===== config.mk =====
export PLATFORM = sky130hd
export DESIGN_NAME = mem_route
export DESIGN_NICKNAME = d
export VERILOG_FILES = /design/src/rtl/mem_route_pkg.sv /design/src/rtl/mem_route_decode.sv /design/src/rtl/mem_route_regs.sv /design/src/rtl/mem_route_wmap.sv /design/src/rtl/mem_route.sv
export SDC_FILE = /design/constraint.sdc
export NUM_CORES = 1
export LEC_CHECK = 0
export BUFFER_PORTS_ARGS = -buffer_cell sky130_fd_sc_hd__clkbuf_2
export CAP_MARGIN = 30
export CORE_MARGIN = 5
export CORE_UTILIZATION = 45
export CTS_CLUSTER_DIAMETER = 200
export DETAILED_ROUTE_END_ITERATION = 16
export GPL_TIMING_DRIVEN = 0
export PLACE_DENSITY = 0.86
export SLEW_MARGIN = 10
export SYNTH_ARGS = -nofsm -noshare
export SYNTH_HDL_FRONTEND = slang
export SYNTH_HIERARCHICAL = 1
export SYNTH_SLANG_ARGS = --single-unit

===== constraint.sdc =====
create_clock -name clk -period 4.7 [get_ports clk]
set_input_delay 0.705 -clock clk [delete_from_list [all_inputs] [get_ports clk]]
set_output_delay 0.705 -clock clk [all_outputs]
set_load 0.1 [all_outputs]

===== src/rtl/mem_route_pkg.sv =====
`timescale 1ns/1ps
package mem_route_pkg;

  // Codes 0..7 double as the dev_sel bit index of an external target.
  typedef enum logic [3:0] {
    RG_CART    = 4'd0,
    RG_VRAM    = 4'd1,
    RG_XRAM    = 4'd2,
    RG_WRAM    = 4'd3,
    RG_OAM     = 4'd4,
    RG_IO      = 4'd5,
    RG_HRAM    = 4'd6,
    RG_BOOT    = 4'd7,
    RG_VOID    = 4'd8,
    RG_IFLAG   = 4'd9,
    RG_SPEED   = 4'd10,
    RG_BOOTCTL = 4'd11,
    RG_BANK    = 4'd12,
    RG_IENABLE = 4'd13
  } region_t;

  localparam int EXT_TARGETS = 8;

  localparam logic [15:0] A_IFLAG   = 16'hFF0F;
  localparam logic [15:0] A_SPEED   = 16'hFF4D;
  localparam logic [15:0] A_BOOTCTL = 16'hFF50;
  localparam logic [15:0] A_BANK    = 16'hFF70;
  localparam logic [15:0] A_IENABLE = 16'hFFFF;

  // Low byte of an 0xFF00-0xFF7F address owned by an external peripheral.
  function automatic logic io_owned(input logic [7:0] lo);
    return (lo <= 8'h02) ||
           (lo >= 8'h04 && lo <= 8'h07) ||
           (lo >= 8'h10 && lo <= 8'h26) ||
           (lo >= 8'h30 && lo <= 8'h4B) ||
           (lo == 8'h4F) ||
           (lo >= 8'h51 && lo <= 8'h55) ||
           (lo >= 8'h68 && lo <= 8'h6B);
  endfunction

endpackage


===== src/rtl/mem_route_decode.sv =====
`timescale 1ns/1ps
module mem_route_decode
  import mem_route_pkg::*;
#(
  parameter logic [15:0] BOOT_LO_END  = 16'h00FF,
  parameter logic [15:0] BOOT_HI_BASE = 16'h0200,
  parameter logic [15:0] BOOT_HI_END  = 16'h08FF
) (
  input  logic [15:0] addr,
  input  logic        is_wr,
  input  logic        boot_on,
  input  logic        ext_mode,
  output region_t     region
);

  logic in_boot;

  always_comb begin
    in_boot = boot_on && !is_wr &&
              ((addr <= BOOT_LO_END) ||
               (ext_mode && addr >= BOOT_HI_BASE && addr <= BOOT_HI_END));
  end

  always_comb begin
    region = RG_VOID;
    if (!addr[15])                region = in_boot ? RG_BOOT : RG_CART;
    else if (addr < 16'hA000)     region = RG_VRAM;
    else if (addr < 16'hC000)     region = RG_XRAM;
    else if (addr < 16'hFE00)     region = RG_WRAM;
    else if (addr < 16'hFEA0)     region = RG_OAM;
    else if (addr < 16'hFF00)     region = RG_VOID;
    else if (addr == A_IFLAG)     region = RG_IFLAG;
    else if (addr == A_SPEED)     region = RG_SPEED;
    else if (addr == A_BOOTCTL)   region = RG_BOOTCTL;
    else if (addr == A_BANK)      region = RG_BANK;
    else if (addr == A_IENABLE)   region = RG_IENABLE;
    else if (addr >= 16'hFF80)    region = RG_HRAM;
    else if (io_owned(addr[7:0])) region = RG_IO;
    else                          region = RG_VOID;
  end

endmodule


===== src/rtl/mem_route_regs.sv =====
`timescale 1ns/1ps
module mem_route_regs
  import mem_route_pkg::*;
#(
  parameter int BANK_BITS = 3
) (
  input  logic                 clk,
  input  logic                 rst,
  input  logic                 wr_en,
  input  region_t              region,
  input  logic [7:0]           wdata,
  output logic                 boot_on,
  output logic [BANK_BITS-1:0] bank,
  output logic                 armed,
  output logic [7:0]           ie
);

  localparam logic [BANK_BITS-1:0] BANK_ONE = BANK_BITS'(1);

  logic [BANK_BITS-1:0] bank_req;
  assign bank_req = wdata[BANK_BITS-1:0];

  always_ff @(posedge clk) begin
    if (rst) begin
      boot_on <= 1'b1;
      bank    <= BANK_ONE;
      armed   <= 1'b0;
      ie      <= 8'h00;
    end else if (wr_en) begin
      case (region)
        RG_BOOTCTL: boot_on <= (wdata == 8'h00);
        RG_BANK:    bank    <= (bank_req == '0) ? BANK_ONE : bank_req;
        RG_SPEED:   armed   <= wdata[0];
        RG_IENABLE: ie      <= wdata;
        default: ;
      endcase
    end
  end


  boot_off_chk: assert property (@(posedge clk) disable iff (rst)
    (wr_en && region == RG_BOOTCTL && wdata != 8'h00) |=> !boot_on);


  bank_zero_chk: assert property (@(posedge clk) disable iff (rst)
    (wr_en && region == RG_BANK && bank_req == '0) |=> (bank == BANK_ONE));


  armed_load_chk: assert property (@(posedge clk) disable iff (rst)
    (wr_en && region == RG_SPEED) |=> (armed == $past(wdata[0])));

endmodule


===== src/rtl/mem_route_wmap.sv =====
`timescale 1ns/1ps
module mem_route_wmap #(
  parameter int BANK_BITS = 3,
  parameter int PAGE_AW   = 12,
  localparam int WRAM_AW  = BANK_BITS + PAGE_AW
) (
  input  logic [15:0]          addr,
  input  logic [BANK_BITS-1:0] bank,
  output logic [WRAM_AW-1:0]   wram_addr
);

  localparam int MIRROR_AW = PAGE_AW + 1;

  always_comb begin
    if (addr[15:PAGE_AW] == 4'hD)
      wram_addr = {bank, addr[PAGE_AW-1:0]};
    else
      wram_addr = WRAM_AW'(addr[MIRROR_AW-1:0]);
  end

endmodule


===== src/rtl/mem_route.sv =====
`timescale 1ns/1ps
module mem_route
  import mem_route_pkg::*;
#(
  parameter int BANK_BITS = 3,
  parameter int PAGE_AW   = 12,
  parameter int BOOT_AW   = 12,
  localparam int WRAM_AW  = BANK_BITS + PAGE_AW
) (
  input  logic               clk,
  input  logic               rst,
  input  logic               ext_mode,
  input  logic [15:0]        cpu_addr,
  input  logic               cpu_rd,
  input  logic               cpu_wr,
  input  logic [7:0]         cpu_wdata,
  output logic [7:0]         cpu_rdata,
  output logic [7:0]         dev_sel,
  output logic [BOOT_AW-1:0] boot_addr,
  output logic [WRAM_AW-1:0] wram_addr,
  input  logic [7:0]         cart_rdata,
  input  logic [7:0]         vram_rdata,
  input  logic [7:0]         xram_rdata,
  input  logic [7:0]         wram_rdata,
  input  logic [7:0]         oam_rdata,
  input  logic [7:0]         io_rdata,
  input  logic [7:0]         hram_rdata,
  input  logic [7:0]         boot_rdata,
  input  logic [4:0]         irq_pend,
  output logic               irq_wr,
  output logic [4:0]         irq_wdata,
  input  logic               spd_double,
  output logic               spd_armed
);

  region_t              region;
  logic                 boot_on;
  logic [BANK_BITS-1:0] bank;
  logic [7:0]           ie;
  logic                 access;

  assign access = cpu_rd | cpu_wr;

  mem_route_decode u_decode (
    .addr     (cpu_addr),
    .is_wr    (cpu_wr),
    .boot_on  (boot_on),
    .ext_mode (ext_mode),
    .region   (region)
  );

  mem_route_regs #(.BANK_BITS(BANK_BITS)) u_regs (
    .clk     (clk),
    .rst     (rst),
    .wr_en   (cpu_wr),
    .region  (region),
    .wdata   (cpu_wdata),
    .boot_on (boot_on),
    .bank    (bank),
    .armed   (spd_armed),
    .ie      (ie)
  );

  mem_route_wmap #(.BANK_BITS(BANK_BITS), .PAGE_AW(PAGE_AW)) u_wmap (
    .addr      (cpu_addr),
    .bank      (bank),
    .wram_addr (wram_addr)
  );

  for (genvar i = 0; i < EXT_TARGETS; i++) begin : g_sel
    assign dev_sel[i] = access && (region == region_t'(i));
  end

  assign boot_addr = cpu_addr[BOOT_AW-1:0];
  assign irq_wr    = cpu_wr && (region == RG_IFLAG);
  assign irq_wdata = cpu_wdata[4:0];

  always_comb begin
    case (region)
      RG_CART:    cpu_rdata = cart_rdata;
      RG_VRAM:    cpu_rdata = vram_rdata;
      RG_XRAM:    cpu_rdata = xram_rdata;
      RG_WRAM:    cpu_rdata = wram_rdata;
      RG_OAM:     cpu_rdata = oam_rdata;
      RG_IO:      cpu_rdata = io_rdata;
      RG_HRAM:    cpu_rdata = hram_rdata;
      RG_BOOT:    cpu_rdata = boot_rdata;
      RG_IFLAG:   cpu_rdata = {3'b111, irq_pend};
      RG_SPEED:   cpu_rdata = {spd_double, 6'h3F, spd_armed};
      RG_BOOTCTL: cpu_rdata = {7'h00, ~boot_on};
      RG_BANK:    cpu_rdata = {{(8-BANK_BITS){1'b1}}, bank};
      RG_IENABLE: cpu_rdata = ie;
      default:    cpu_rdata = 8'hFF;
    endcase
  end


  sel_onehot_chk: assert property (@(posedge clk) disable iff (rst)
    $onehot0(dev_sel));


  sel_idle_chk: assert property (@(posedge clk) disable iff (rst)
    (dev_sel != 8'h00) |-> access);


  void_read_chk: assert property (@(posedge clk) disable iff (rst)
    (cpu_addr >= 16'hFEA0 && cpu_addr <= 16'hFEFF) |-> (cpu_rdata == 8'hFF && dev_sel == 8'h00));


  boot_wr_chk: assert property (@(posedge clk) disable iff (rst)
    (cpu_wr && !cpu_addr[15]) |-> (dev_sel == 8'h01));

endmodule


* Yosys cells after proc, flatten, opt, wreduce, memory -nomap -nowiden
Index checks and enable logic that the tools add are counted.
Word-level totals: register bits after elaboration 13, input port bits 99, output and inout bits 50, word-level logic and storage cells 95
Operators by class: order comparisons 20, equality and inequality tests 19, mux-type cells 17, bitwise operators 2, reduce and logical (&&, ||, !) cells 33
Operator list (count):
- $pmux 8 s13 | 1
- $eq 16x16->1 const B | 5
- $lt 16x16->1 const B | 5
- $mux 4 | 13
- $eq 4x4->1 const B | 6
- $le 8x7->1 const B | 3
- $logic_and 1x1->1 | 18
- $eq 4x3->1 const B | 4
- $ge 16x10->1 const B | 1
- $ge 16x16->1 const B | 1
- $ge 8x7->1 const B | 2
- $le 16x12->1 const B | 1
- $le 16x8->1 const B | 1
- $mux 15 | 1
- $eq 4x2->1 const B | 2
- $eq 8x7->1 const B | 1
- $ge 8x3->1 const B | 1
- $ge 8x5->1 const B | 1
- $ge 8x6->1 const B | 1
- $le 8x2->1 const B | 1
- $le 8x3->1 const B | 1
- $le 8x6->1 const B | 1
- $logic_not 8->1 | 1
- $reduce_and 2->1 | 4
- other kinds (8) | 15

* Logic depth before layout (Yosys ltp)
Gate-level depths: netlist (run 1).
depth in word-level cells 23, gate-level depth with buffers 13

* Cells and area by module
The synthesis (run 1) kept the hierarchy.
By module, submodules not included:
- mem_route | instances 1, cells an instance 165, area an instance 1093.5 sq um
- mem_route_regs | instances 1, cells an instance 66, area an instance 553.0 sq um
- mem_route_decode | instances 1, cells an instance 60, area an instance 385.4 sq um
- mem_route_wmap | instances 1, cells an instance 17, area an instance 122.6 sq um

* Least setup slack after synthesis (run 1)
OpenSTA, ideal clock, no wires.
path type input port to output port, start point input port cpu_addr[5], end point output port dev_sel[4], arrival 4422 ps, slack -427 ps, cell stages on the path 10, path buffers 2, cell sequence buf_6 > a211o_1 > o221ai_2 > o311ai_2 > o2111ai_1 > a31o_1 > buf_6 > nor2b_1 > o21ai_0 > nor3_1
On the way: longest elaborated chain between the ends 23, elaborated cells on any way between the ends 57
RTL lines:
- start: declaration | line mem_route.sv:13 | input logic [15:0] cpu_addr,
- $ge 8x3->1 / $le 8x3->1 (equally long branches) | line mem_route_pkg.sv:33 | (lo >= 8'h04 && lo <= 8'h07) ||
- $logic_and 1x1->1 | line mem_route_pkg.sv:33
- $logic_or 1x1->1 | line mem_route_pkg.sv:32 | return (lo <= 8'h02) ||
- $logic_or 1x1->1 | line mem_route_pkg.sv:33
- $logic_or 1x1->1 | line mem_route_pkg.sv:34 | (lo >= 8'h10 && lo <= 8'h26) ||
- $logic_or 1x1->1 | line mem_route_pkg.sv:35 | (lo >= 8'h30 && lo <= 8'h4B) ||
- $logic_or 1x1->1 | line mem_route_pkg.sv:36 | (lo == 8'h4F) ||
- $logic_or 1x1->1 | line mem_route_pkg.sv:37 | (lo >= 8'h51 && lo <= 8'h55) ||
- (+8 left out)
- $mux 4 | line mem_route_decode.sv:30 | else if (addr < 16'hFEA0) region = RG_OAM;
- $mux 4 | line mem_route_decode.sv:29 | else if (addr < 16'hFE00) region = RG_WRAM;
- $mux 4 | line mem_route_decode.sv:28 | else if (addr < 16'hC000) region = RG_XRAM;
- $mux 4 | line mem_route_decode.sv:27 | else if (addr < 16'hA000) region = RG_VRAM;
- $mux 4 * | line mem_route_decode.sv:26 | if (!addr[15]) region = in_boot ? RG_BOOT : RG_CART;
- net region[2] | line mem_route.sv:36 | region_t region;
- $eq 4x3->1 * | line mem_route.sv:71 | assign dev_sel[i] = access && (region == region_t'(i));
- $logic_and 1x1->1 * | line mem_route.sv:71
- end: declaration | line mem_route.sv:18 | output logic [7:0] dev_sel,
The timed path passes the listed nets; every way through them passes the cells marked *.

* Worst setup path after layout (run 1)
start point input port cpu_addr[2], end point output port cpu_rdata[6]
On the way: longest elaborated chain between the ends 23, elaborated cells on any way between the ends 69
RTL lines:
- $ge 8x3->1 / $le 8x3->1 (equally long branches) | line mem_route_pkg.sv:33
- $logic_and 1x1->1 | line mem_route_pkg.sv:33
- $logic_or 1x1->1 | line mem_route_pkg.sv:32
- $logic_or 1x1->1 | line mem_route_pkg.sv:33
- $logic_or 1x1->1 | line mem_route_pkg.sv:34
- $logic_or 1x1->1 | line mem_route_pkg.sv:35
- $logic_or 1x1->1 | line mem_route_pkg.sv:36
- $logic_or 1x1->1 | line mem_route_pkg.sv:37
- (+8 left out)
- $mux 4 | line mem_route_decode.sv:30
- $mux 4 | line mem_route_decode.sv:29
- $mux 4 | line mem_route_decode.sv:28
- $mux 4 | line mem_route_decode.sv:27
- $mux 4 * | line mem_route_decode.sv:26
- net region[0] | line mem_route.sv:36
- $eq 4x4->1 (tied with other cells) | line mem_route.sv:79 | case (region)
- $pmux 8 s13 * | line mem_route.sv:79
- end: declaration | line mem_route.sv:17 | output logic [7:0] cpu_rdata,
Marked as above.

==> metrics.txt, run 1 <==
status=completed; vias in the first global route=2738; CTS resizes=0; setup_tns=0 ns; clk sink count=13; FMAX=223.8 MHz; post-synth top area cell=dfxtp_1; antenna violations before repair=0; Port Buf Inserts=approximately 150; FF+latch count, synth=13; WHS Endpoint=u_regs/boot_on; Max Cap Violations=0; r2r setup slk=3.09 ns; crit-path cells=clkbuf_2 > nor4_1 > nand2_1 > o22a_1 > o21ai_1 > a211o_1 > buf_2 > buf_1 > a311oi_1 > o221ai_1 > clkbuf_2; largest net degree at the start of global routing=11; Setup Fix Bufs, Post-CTS=0; Synth top area share=12.08%; Reg-to-Reg End=u_regs/ie[0]; crit end category=output port; Critical R2R Launch=u_regs/boot_on; clk_lat worst skew=around 0.24 ns; 1st-pass router iterations=5; DRT antenna net count=0; hold_buf cts=0; post-layout min period=4.469 ns; routed len/inst=16.41 um; dpl cell area=2968 sq um; wirelength, routed=8.417 mm; pwr/cell area=199.3 nW/um^2; Max FO, Critical Path=10; Static Leak=roughly 0.0014 uW; post-layout power=600.8 uW; final hold vios=0; Syn Area/Cell=6.995 sq um; Max Slew Vio Count=0; Nets=559; clock-pin slew on the worst setup and hold paths=roughly 0.060 ns; WP data arrival=3.76 ns; CTS root buf=clkbuf_8; synth warn=6; Worst Tran Pin Value=0.5536 ns; kind of critical path=in -> out; DRC=0; WP buf/inv=4; Slew HR=between 60 and 70%; Worst Slack Setup Final=around 0.23 ns; CTS buffer count=3; Finish-stage setup viols=0; Worst Hold Class=reg -> reg; Peak VDD IR=0.0001364 V; DRT iter0 DRCs=241; core region area=~4700 sq um; Critical Path RT=3.99 ns; Reg2Reg Depth=6; die boundary height=79.20 um; top cells by area, synth=dfxtp_1, buf_4, a21oi_1; critical hold path startpoint=u_regs/boot_on; grt ovf=0; Clock Skews=0.003426 ns; startpoint types=input pin; Synth-to-Final Area Change=39.90%; via count=a little over 3k; Die Width=79.20 um; hpwl dp=about 6.7 mm; period utilization=95.08%; Post-synth EDFFs=0; H-tree Lvls=1; slowest CP cell=clkbuf_2; Top cell by count, worst path=clkbuf_2; asr flop ratio synth=0%; Antenna diodes=0; I/O pins=149; die area=6272 sq um; initial core utilization=45.92%; global-route wire length before repair=13.01 mm; CTS tree=yes; unrepaired setup endpoints after global routing=no; Via density=5.955; number of library cell types mapped by synthesis=63; Net Count, Synth=407; Row Count=25; Top delay family on crit path=buffers and inverters; design area=around 3000 sq um; Syn Inst Count=308; share of layout cells above drive strength 1=46.41%; GRT Util Overall=between 20% and 30%; CTS Buffer Depth=2; WHS Path Cells=2; synthesized area=2155 sq um; Seq/Total Area, Yosys=between 10% and 20%; post-place setup slack=0.3529 ns; Crit path largest cell delay=0.49 ns; RePlAce Congestion=between 0.9 and 1; Top FF cell, synth=dfxtp_1
## area by class of cell
| type | count | area, sq um |
|---|---|---|
| sequential | 13 | 260.3 |
| timing repair buffer | 147 | 735.7 |
| buffer | 52 | 366.6 |
| inverter | 11 | 41.29 |
| clock buffer | 3 | 41.29 |
| clock inverter | 1 | 5.005 |
| fill | 455 | 1678 |
| tap | 54 | 67.56 |
| multi-input combinational | 232 | 1496 |
## sequential cells by signal, indices dropped and copies added, names as in the netlist
| register | flops |
|---|---|
| u_regs/ie | 8 |
| u_regs/bank | 3 |
| u_regs/armed | 1 |
| u_regs/boot_on | 1 |
## metrics by stage
stage	hold WS (ns)	instances	utilization [%]
final	0.4792	513	64.24
after global routing	0.5072	513	64.24
after CTS	0.4798	513	64.24
after detailed placement	0.4676	509	63.25
after global placement	0.4749	509	63.25
after floorplan	0.4297	308	-
## worst register-to-register path, stage by stage (launching register included)
cell and delay [ns]:
dfxtp_1 0.32, and4b_1 0.20, nand2b_1 0.27, nand4b_1 0.25
buf_2 0.22, o21ai_1 0.15, a21oi_1 0.08
## logic make-up after synthesis
group / after synthesis / synth area share [%]
xor+xnor: 1 / 0.4066
mux: 13 / 6.156
buf+inv: 63 / 18.93
simple gates: 100 / 26.25
compound gates: 118 / 36.18
flops: 13 / 12.08
## synth_stat cells (2+ instances only)
cell and n:
a221o_1 2, a31oi_1 10, a211o_1 3, buf_1 2, a32oi_1 2, nor3_1 8
nor2b_1 8, inv_1 9, nand4b_1 2, dfxtp_1 13, nand2_1 13, o21ai_1 15
nand3_1 20, and4b_1 5, nand2b_1 3, buf_6 6, a221oi_1 2, o221ai_1 4
o21ai_0 15, o21a_1 2, o22a_1 3, nand4_1 5, nor4_1 4, mux2i_1 11
buf_4 29, and3_1 4, nand3b_1 4, and3b_1 2, a211oi_1 3, mux2_2 2
a21oi_1 31, buf_2 13, a31o_1 2, o22ai_1 4, a22oi_1 3, nor2_1 17
## power breakdown
part	internal [uW]	leakage [uW]	switching [uW]
logic	101	0.00132	291
registers	110	0.000105	0.00536
clock network	58.5	0.0000255	40.0
total	270	0.00145	331
## cells in the final DEF, fill, tap and decap left out, types with 4 or more instances in the layout
| master | instances |
|---|---|
| nor2b_1 | 8 |
| buf_6 | 6 |
| nand4_1 | 5 |
| buf_2 | 13 |
| nor4_1 | 4 |
| nor2_1 | 17 |
| o21ai_0 | 15 |
| nand3_1 | 20 |
| clkbuf_2 | 148 |
| nand3b_1 | 4 |
| o21ai_1 | 15 |
| dfxtp_1 | 13 |
| o22ai_1 | 4 |
| and3_1 | 4 |
| o221ai_1 | 4 |
| a31oi_1 | 10 |
| and4b_1 | 5 |
| nand2_1 | 13 |
| mux2i_1 | 11 |
| nor3_1 | 6 |
| a21oi_1 | 31 |
| buf_4 | 29 |
| inv_1 | 9 |
## metal layers
metal | part of all wire (%) | track usage (%) | wire length, um
met5 | 0 | 0 | 0
met1 | 38 | 31.01 | 3190
met3 | 11 | 4.762 | 933
met4 | 3.1 | 10.14 | 257
met2 | 48 | 42.68 | 4036
## worst max-delay path by stage
stage	start	slack [ns]	endpoint	depth (start not counted)
2_1_floorplan	cpu_addr[5]	0.009	cpu_rdata[6]	10
3_3_place_gp	cpu_addr[2]	0.37	cpu_rdata[6]	11
3_5_place_dp	cpu_addr[2]	0.35	cpu_rdata[6]	11
4_1_cts	cpu_addr[2]	0.34	cpu_rdata[6]	11
5_1_grt	cpu_addr[2]	0.01	cpu_rdata[6]	11
6_report	cpu_addr[2]	0.23	cpu_rdata[6]	11
Note: power is estimated with default switching activity, not from simulation.
==> inputs of run 2 (changes only) <==
Settings changed: CTS_CLUSTER_DIAMETER 200 to default, PLACE_DENSITY 0.86 to 0.95.
==> run 2 against run 1 <==
Against the previous run: combinational power about the same; clock power down 0.7%; count of clock-buffer cells in the layout unchanged; setup slack worse by 0.019 ns; routed wire length up 2.2%; design area down 0.12%; flip-flop and latch count unchanged; register-to-register slack worse by 0.05 ns; non-clock buffer count down 1; hold slack better by 0.0066 ns; sequential power about the same; sequential share of layout area about the same; critical path type unchanged; critical endpoint is now cpu_rdata[1]; highest routed layer unchanged.
==> metrics.txt, run 2 (synthesized netlist as in run 1, its figures left out) <==
status=completed; Multi-input gate area=1496 sq um; Biggest register=u_regs/ie; Max FO, Critical Path=10; Peak VDD IR=0.0001436 V; WP data arrival=3.78 ns; Worst Slack Setup Final=0.2121 ns; Synth-to-Final Area Change=39.72%; Nets=558; largest net degree at the start of global routing=11; Max Slew Vio Count=0; WHS Path Cells=2; initial core utilization=45.92%; global-route wire length before repair=~14 mm; Max Cap Violations=0; most frequent cells in the layout=clkbuf_2, a21oi_1, buf_4; share of layout cells above drive strength 1=46.51%; kind of critical path=in -> out; post-place setup slack=0.2954 ns; DRC=0; CTS buffer count=3; critical hold path startpoint=u_regs/boot_on; final hold vios=0; wirelength, routed=8.606 mm; setup_tns=0 ns; clk sink count=13; Row Count=25; CTS tree=yes; sequential cell area=260.3 sq um; number of flip-flops in the largest register=8; Critical R2R Launch=u_regs/boot_on; clock-pin slew on the worst setup and hold paths=0.06 ns; final design utilization=between 60 and 70%; r2r setup slk=3.04 ns; Worst Hold Class=reg -> reg; H-tree Lvls=1; RePlAce Congestion=roughly 1; Fillers=419; Die Width=79.20 um; Setup Fix Bufs, Post-CTS=0; CTS Buffer Depth=2; GRT Util Overall=26.18%; FMAX=~220 MHz; Finish-stage setup viols=0; Port Buf Inserts=147; core region area=4692 sq um; startpoint types=input pin; Slew HR=between 60% and 70%; WHS Endpoint=u_regs/boot_on; unrepaired setup endpoints after global routing=no; via count=3109; post-layout min period=4.488 ns; Reg-to-Reg End=u_regs/ie[1]; die area=6272 sq um; Worst Tran Pin Value=0.5671 ns; 1st-pass router iterations=5; crit end category=output port; CTS root buf=clkbuf_8; DRT iter0 DRCs=284; I/O pins=149; hold_buf cts=0; clk_lat worst skew=0.24 ns; Critical Path RT=3.99 ns; Static Leak=0.001448 uW; Placed Instances=509; die boundary height=79.20 um; DRT antenna net count=0; period utilization=95.49%; Reg2Reg Depth=6; pwr/cell area=~200 nW/um^2; antenna violations before repair=0; grt ovf=0; hpwl dp=6.827 mm; Antenna diodes=0; vias in the first global route=just under 3k; commonest non-fill, non-tap cell in the layout=clkbuf_2; Clock Skews=0.004100 ns; biggest regs=u_regs/ie (8), u_regs/bank (3); Via density=approximately 6.1; Finished Layout Cells=512; CTS resizes=0; routed len/inst=around 17 um
run 2: worst max path at each step:
stage	startpoint	end	slack (ns)	cells after the start
floorplan	cpu_addr[5]	cpu_rdata[6]	0.009	10
finish	cpu_addr[2]	cpu_rdata[1]	0.21	13
detailed placement	cpu_addr[5]	cpu_rdata[4]	0.30	13
global route	cpu_addr[2]	cpu_rdata[1]	0.02	13
CTS	cpu_addr[5]	cpu_rdata[4]	0.28	13
global placement	cpu_addr[5]	cpu_rdata[4]	0.35	13
run 2: report_power, final:
| part | internal, uW | switching, uW |
|---|---|---|
| clock network | 58.5 | 39.4 |
| registers | 110 | 0.00606 |
| logic | 101 | 291 |
run 2: layer usage:
metal	routed length, um	vias to the layer above	GRT usage, %
met2	4283	243	46.89
met4	245	0	11.34
li1	-	1450	-
met1	3082	1384	29.69
met5	0	-	0
met3	994	32	5.556
run 2: through the flow:
stage / power, uW / hold WS, ns / area [sq um]
2_1_floorplan: 405.9 / 0.4297 / 2165
6_report: 600.7 / 0.4858 / 3010
3_3_place_gp: 497.8 / 0.4717 / 2968
5_1_grt: 627.0 / 0.5336 / 3010
4_1_cts: 600.2 / 0.4841 / 3014
3_5_place_dp: 501.3 / 0.4726 / 2968
run 2: final cells by class:
type / count / share of cell area, %
Timing Repair Buffer: 147 / 24.44
Clock buffer: 3 / 1.372
Inverter: 11 / 1.372
Multi-Input combinational cell: 232 / 49.71
Clock inverter: 1 / 0.1663
Tap cell: 54 / 2.244
Buffer: 51 / 12.05
Sequential cell: 13 / 8.645
run 2: worst max-delay path, stage by stage:
cell and delay, ns:
clkbuf_2 0.16, nor4_1 0.38, nand2_1 0.15, o22a_1 0.21, o21ai_1 0.14, a211o_1 0.38, buf_2 0.30, buf_2 0.26
nand3b_1 0.14, o22ai_1 0.24, a221oi_2 0.06, o21ai_1 0.14, clkbuf_2 0.49
